## src/rtl/dir_round_pkg.sv

```systemverilog
// Shared types for the directed rounding unit.
package dir_round_pkg;

    // Rounding direction; encoding is fixed at the block's port.
    typedef enum logic [1:0] {
        RMODE_NEAREST = 2'b00,
        RMODE_TOZERO  = 2'b01,
        RMODE_POSINF  = 2'b10,
        RMODE_NEGINF  = 2'b11
    } rmode_e;

endpackage

```

## src/rtl/round_decide.sv

```systemverilog
// Decides whether the truncated mantissa must be incremented and whether
// the value is inexact. Assumes the guard, round, sticky and LSB inputs
// are already separated by the caller. Combinational.
module round_decide
    import dir_round_pkg::*;
(
    input  logic   sign_i,
    input  logic   guard_i,
    input  logic   rbit_i,
    input  logic   sticky_i,
    input  logic   lsb_i,
    input  rmode_e mode_i,
    output logic   inc_o,
    output logic   inexact_o
);

    logic lost;

    // Any discarded bit makes the value inexact.
    always_comb begin
        lost      = guard_i | rbit_i | sticky_i;
        inexact_o = lost;
    end

    // Direction-dependent increment decision.
    always_comb begin
        unique case (mode_i)
            RMODE_TOZERO: inc_o = 1'b0;
            RMODE_POSINF: inc_o = lost & ~sign_i;
            RMODE_NEGINF: inc_o = lost & sign_i;
            default:      inc_o = guard_i & (rbit_i | sticky_i | lsb_i);
        endcase
    end

endmodule

```

## src/rtl/chunk_incr.sv

```systemverilog
// Adds a single carry-in to a W-bit value. Carry propagates between
// chunks of CHUNK_W bits, so a long run of ones is handled in full.
// Assumes CHUNK_W >= 1. Carry out of the top bit is discarded (the
// caller keeps headroom). Combinational.
module chunk_incr #(
    parameter int W       = 24,
    parameter int CHUNK_W = 8
) (
    input  logic [W-1:0] val_i,
    input  logic         cin_i,
    output logic [W-1:0] sum_o
);

    localparam int NCHUNK = (W + CHUNK_W - 1) / CHUNK_W;

    logic [NCHUNK-1:0] carry;

    // The lowest chunk takes the external carry-in.
    assign carry[0] = cin_i;

    for (genvar i = 0; i < NCHUNK; i++) begin : g_chunk
        localparam int LO = i * CHUNK_W;
        localparam int HI = ((LO + CHUNK_W) > W) ? (W - 1) : (LO + CHUNK_W - 1);
        localparam int CW = HI - LO + 1;

        // Chunk sum with the carry arriving from below.
        assign sum_o[HI:LO] = val_i[HI:LO] + CW'(carry[i]);

        if (i < NCHUNK - 1) begin : g_next
            // A carry leaves this chunk only when it is all ones.
            assign carry[i+1] = carry[i] & (&val_i[HI:LO]);
        end
    end

endmodule

```

## src/rtl/ovf_select.sv

```systemverilog
// Chooses, per rounding direction and sign, whether an overflowing
// result becomes infinity (1) or the largest finite magnitude (0).
// Combinational.
module ovf_select
    import dir_round_pkg::*;
(
    input  logic   sign_i,
    input  rmode_e mode_i,
    output logic   to_inf_o
);

    // Direction table for the overflow saturation choice.
    always_comb begin
        unique case (mode_i)
            RMODE_TOZERO: to_inf_o = 1'b0;
            RMODE_POSINF: to_inf_o = ~sign_i;
            RMODE_NEGINF: to_inf_o = sign_i;
            default:      to_inf_o = 1'b1;
        endcase
    end

endmodule

```

## src/rtl/dir_round_unit.sv

```systemverilog
// Directed rounding stage. Strips guard (bit 1) and round (bit 0) from
// the mantissa, increments the rest per rounding direction, and flags
// inexact, round-up and the overflow saturation choice. Assumes the
// caller leaves headroom above the leading one for a carry to 2.0.
// Combinational.
module dir_round_unit
    import dir_round_pkg::*;
#(
    parameter int MANT_W  = 26,
    parameter int CHUNK_W = 8
) (
    input  logic              sign_i,
    input  logic [MANT_W-1:0] mant_i,
    input  logic              sticky_i,
    input  logic [1:0]        mode_i,
    output logic [MANT_W-3:0] mant_o,
    output logic              round_up_o,
    output logic              inexact_o,
    output logic              ovf_to_inf_o
);

    localparam int OUT_W = MANT_W - 2;

    rmode_e           mode;
    logic [OUT_W-1:0] trunc;
    logic             inc;

    // Split the mantissa into kept bits and the guard/round pair.
    always_comb begin
        mode  = rmode_e'(mode_i);
        trunc = mant_i[MANT_W-1:2];
    end

    round_decide u_decide (
        .sign_i    (sign_i),
        .guard_i   (mant_i[1]),
        .rbit_i    (mant_i[0]),
        .sticky_i  (sticky_i),
        .lsb_i     (mant_i[2]),
        .mode_i    (mode),
        .inc_o     (inc),
        .inexact_o (inexact_o)
    );

    chunk_incr #(.W(OUT_W), .CHUNK_W(CHUNK_W)) u_incr (
        .val_i (trunc),
        .cin_i (inc),
        .sum_o (mant_o)
    );

    ovf_select u_ovf (
        .sign_i   (sign_i),
        .mode_i   (mode),
        .to_inf_o (ovf_to_inf_o)
    );

    // Round-up report follows the increment decision.
    assign round_up_o = inc;

    // Cross-checks between the decision, incrementer and selector outputs.
    always_comb begin

        no_inc_pass_chk: assert (inc || (mant_o == trunc));

        inc_plus_one_chk: assert (!inc || (mant_o == trunc + {{(OUT_W-1){1'b0}}, 1'b1}));

        exact_no_inc_chk: assert (inexact_o || !round_up_o);

        tozero_no_inc_chk: assert ((mode_i != 2'b01) || !round_up_o);

        tozero_finite_chk: assert ((mode_i != 2'b01) || !ovf_to_inf_o);

        nearest_inf_chk: assert ((mode_i != 2'b00) || ovf_to_inf_o);
    end

endmodule

```

## config.mk

```make
export PLATFORM = sky130hd
export DESIGN_NAME = dir_round_unit
export DESIGN_NICKNAME = d
export VERILOG_FILES = /design/src/rtl/dir_round_pkg.sv /design/src/rtl/round_decide.sv /design/src/rtl/chunk_incr.sv /design/src/rtl/ovf_select.sv /design/src/rtl/dir_round_unit.sv
export SDC_FILE = /design/constraint.sdc
export NUM_CORES = 1
export LEC_CHECK = 0
export BUFFER_PORTS_ARGS = -buffer_cell sky130_fd_sc_hd__buf_2
export CORE_MARGIN = 4
export CORE_UTILIZATION = 35
export DETAILED_ROUTE_END_ITERATION = 7
export PLACE_DENSITY = 0.95
export RECOVER_POWER = 25
export SLEW_MARGIN = 30
export SYNTH_ARGS = -nofsm -noshare
export SYNTH_HDL_FRONTEND = slang
export SYNTH_SLANG_ARGS = --single-unit
```

## constraint.sdc

```tcl
create_clock -name vclk -period 2.7
set_input_delay 0.405 -clock vclk [all_inputs]
set_output_delay 0.405 -clock vclk [all_outputs]
set_load 0.01 [all_outputs]
```

* Word-level counts from Yosys, hierarchy flattened
Cells that the tools add are included.
Word-level totals: output and inout bits 27, flip-flop bits (word level) 0, logic and storage cells 20, bits of input ports 30
Operators by class: mux-type cells 2, equal/unequal tests 3, reduce and logical (&&, ||, !) cells 2, $add $sub $neg 3, bitwise gates (word level) 10
Operator list (count):
- $add A8 B1 Y8 | 3
- $reduce_and A8 Y1 | 2
- $pmux W1 S3 | 2
- $and A1 B1 Y1 | 5
- $eq A2 B2 Y1 const B | 2
- $or A1 B1 Y1 | 4
- $eq A2 B1 Y1 const B | 1
- $not A1 Y1 | 1

* Longest topological paths before layout
word-level depth 7, gate-level depth with buffers 8, mapped depth without buffers 8

* Cells and area by module
From an unflattened synthesis, not the netlist that was laid out.
Unflattened totals: cells, all modules 60, area total of the unflattened synthesis 444.2 sq um
Modules (own cells, without submodules):
- chunk_incr | instances 1, seq. area each 0.0 sq um, area an instance 391.6 sq um, cells an instance 51
- round_decide | instances 1, seq. area each 0.0 sq um, area an instance 40.0 sq um, cells an instance 7
- ovf_select | instances 1, seq. area each 0.0 sq um, area an instance 12.5 sq um, cells an instance 2

* Worst setup path before layout
OpenSTA, ideal clock, no wires.
path kind input to output, start input mant_i[0], end output mant_o[6], slack 0.303 ns, stages on the path 8, required time 2.295 ns, data arrival time 1.992 ns, path buffers 0, cell sequence or3_4 -> a32oi_2 -> inv_1 -> ha_1 -> ha_1 -> nand3_1 -> nor2_1 -> xor2_1
On the way: cells in the longest elaborated chain, start to end 5, elaborated cells on any way between the ends 9, classes of those cells 1 x add/sub; 1 x mux; 7 x bitwise
RTL lines:
- start: declaration | line dir_round_unit.sv:13 | input logic [MANT_W-1:0] mant_i,
- $or A1 B1 Y1 (on tied branches) (2 in a row) | line round_decide.sv:31, round_decide.sv:21
- $and A1 B1 Y1 (on tied branches) | line round_decide.sv:31, round_decide.sv:29, round_decide.sv:30
- $pmux W1 S3 (*) | line round_decide.sv:27 | unique case (mode_i)
- net round_up_o | line dir_round_unit.sv:17 | output logic round_up_o,
- $add A8 B1 Y8 (*) | line chunk_incr.sv:27 | assign sum_o[HI:LO] = val_i[HI:LO] + CW'(carry[i]);
- end: declaration | line dir_round_unit.sv:16 | output logic [MANT_W-3:0] mant_o,
Mark *: on every way through the listed nets, which the timed path passes. The rest lies on a longest branch.

* Final worst setup path
start input mant_i[0], end output mant_o[6]
On the way: cells in the longest elaborated chain, start to end 5, elaborated cells on any way between the ends 9, classes of those cells 1 x add/sub; 1 x mux; 7 x bitwise
RTL lines (line):
- $or A1 B1 Y1 (on tied branches) (2 in a row) | round_decide.sv:31, round_decide.sv:21
- $and A1 B1 Y1 (on tied branches) | round_decide.sv:31, round_decide.sv:29, round_decide.sv:30
- $pmux W1 S3 (*) | round_decide.sv:27
- $add A8 B1 Y8 (*) | chunk_incr.sv:27
Mark *: on every way between the ends. The rest lies on a longest branch, timed or not.

==> results.toml <==
[pwr]
p_int_mw = 0.0509
power.share.sequential = 0
combPwrFrac = 1.000
cellPowerDensity_nw_per_um2 = 137
leakage_nw = 0.411
switching_share = 0.527
clkPwrFrac = 0
power.switching_mw = 0.0567
ir_worst_vdd_mv = 0.0717

[sta]
finalHoldWorstSlack_ps = 1080
rsz0062_at_grt = "yes"
setup_violations = 0
tightest_slew_ps = 269
finalMaxSlewViolations = 0
period_minus_slack_ps = 2580
min_period_over_period = 0.955
fin_ws_ps = 122
fmax_ghz = 0.388
final_hold_viol_count = 0
slew-limit-headroom = 0.820

[logic_synthesis]
synth_top_cell_by_area = "xnor2_1"
syn_avg_cell_area_um2 = 7.49
syn_inst = 64
yosys_warnings = 0
seq_area_frac_synth = 0
ys_top_cells_by_area = "xnor2_1, ha_1, xor2_1, nand3_1, nand2_1"
synth_common_cells = "xnor2_1, nand3_1, xor2_1, ha_1, nand2_1"
syn-num-nets = 100
yosys.area.top_type_share = 0.256
syn_area_um2 = 479
synth_most_common_cell = "xnor2_1"
synth_cell_type_count = 18

[route]
first_iter_violations = 1
drc = 0
ant_nets = 0
drt-total-wl_mm = 1.62
wire_per_inst_um = 11.9
routed-via-count = 682
vias_per_cell = 5.01
dr.pass1.iters = 3

[floorplan]
die_w_um = 45
die_height_um = 45
core.rowCount = 13
fp.coreArea_um2 = 1300
dieArea_um2 = 2030
initial_core_util = 0.368
ioPinCount = 57

[clocking]
cts_resized = 0
hold_buffers = 0
cts_setup_buffers = 0

[global_route]
grt_overflow = 0
grt_pass1_vias = 650
grt_max_degree = 6
antenna_found_initial = 0
grt.total_usage = 0.149
grt_pass1_wl_mm = 2.38

[placement]
io_buffers = 57
place_ws_ps = 111
gp_congestion = 0.703
dpl.hpwl_mm = 1.52

[worst_setup_path]
crit_slowest_cell = "or3_4"
crit_arrival_ps = 2170
path_class = "primary input to output port"
crit_fanout = 4
cp-end-kind = "output port"
critPathLaunchType = "primary input"
required_ps = 2300
cpPeakStageDelay_ps = 390
crit_chain = "buf_2, or3_4, a32oi_2, inv_1, ha_1, ha_1, nand3_1, nor2_1, xor2_1, buf_2"

[status]
outcome = "completed"

[worst_hold_path]
hold_class = "primary input to output port"

[finish]
area_growth_pct = 64.2
utilization = 0.605
layout.nets = 159
regArea_um2 = 0
drive_gt1_frac = 0.521
seq_cell_count = 0
n_clock_buffer = 0
diodes = 0

[run]
cap_viol_max_count = 0
## per-layer routing
metal / vias up / wire [um] / GRT usage
met5: - / 0 / 0
met4: 0 / 0 / 0
met3: 0 / 277 / 0.0398
met2: 42 / 864 / 0.345
met1: 294 / 476 / 0.124
li1: 346 / - / -
## layout by cell type (no fill, tap or decap), drive strengths merged
master / instances
xor2: 7
nand2: 7
inv: 2
nand4: 2
nand3: 10
and3: 3
xnor2: 14
nor2: 3
a32oi: 1
nor3b: 1
buf: 56
ha: 6
nor3: 3
clkbuf: 1
or3: 3
and4: 2
## critical path, delay by kind of cell
family | cells | cell delay (ps)
compound gates | 1 | 270
xor+xnor | 1 | 130
fa+ha+maj | 2 | 460
buf+inv | 3 | 330
simple gates | 3 | 570
## path summary, 6_finish.rpt
| path | depth (start not counted) | from | slack, ps | endpoint |
|---|---|---|---|---|
| setup / recovery | 10 | mant_i[0] | 120 | mant_o[6] |
| hold / removal | 3 | mant_i[25] | 1080 | mant_o[23] |
## cell type report
class,count,area [um2]
well taps,15,18.8
multi-input cells,62,477
inverters,2,7.51
fillers,127,514
repair buffers,57,284
## logic make-up (layout without fill, tap and decap cells)
group / after synthesis / after routing / synth area share
buffers and inverters: 2 / 59 / 0.0157
AO/OA/AOI/OAI: 1 / 1 / 0.0340
adder cells (fa/ha/maj): 6 / 6 / 0.157
AND/OR/NAND/NOR: 34 / 34 / 0.410
XOR/XNOR: 21 / 21 / 0.384
## power by group through the flow
stage               Clock [mW]  Combinational [mW]  Sequential [mW]
finish                       0               0.108                0
global route                 0               0.119                0
CTS                          0               0.109                0
detailed placement           0               0.109                0
global placement             0               0.105                0
floorplan                    0              0.0481                0
## stage by stage
stage | TNS (ps) | power (mW) | cells | cell area [um2]
final | 0 | 0.108 | 136 | 787
after global routing | -3.52 | 0.119 | 136 | 787
after CTS | 0 | 0.109 | 136 | 783
after detailed placement | 0 | 0.109 | 136 | 783
after global placement | 0 | 0.105 | 136 | 783
after floorplan | 0 | 0.0481 | 64 | 479
Power figures use the tool's default switching activity.
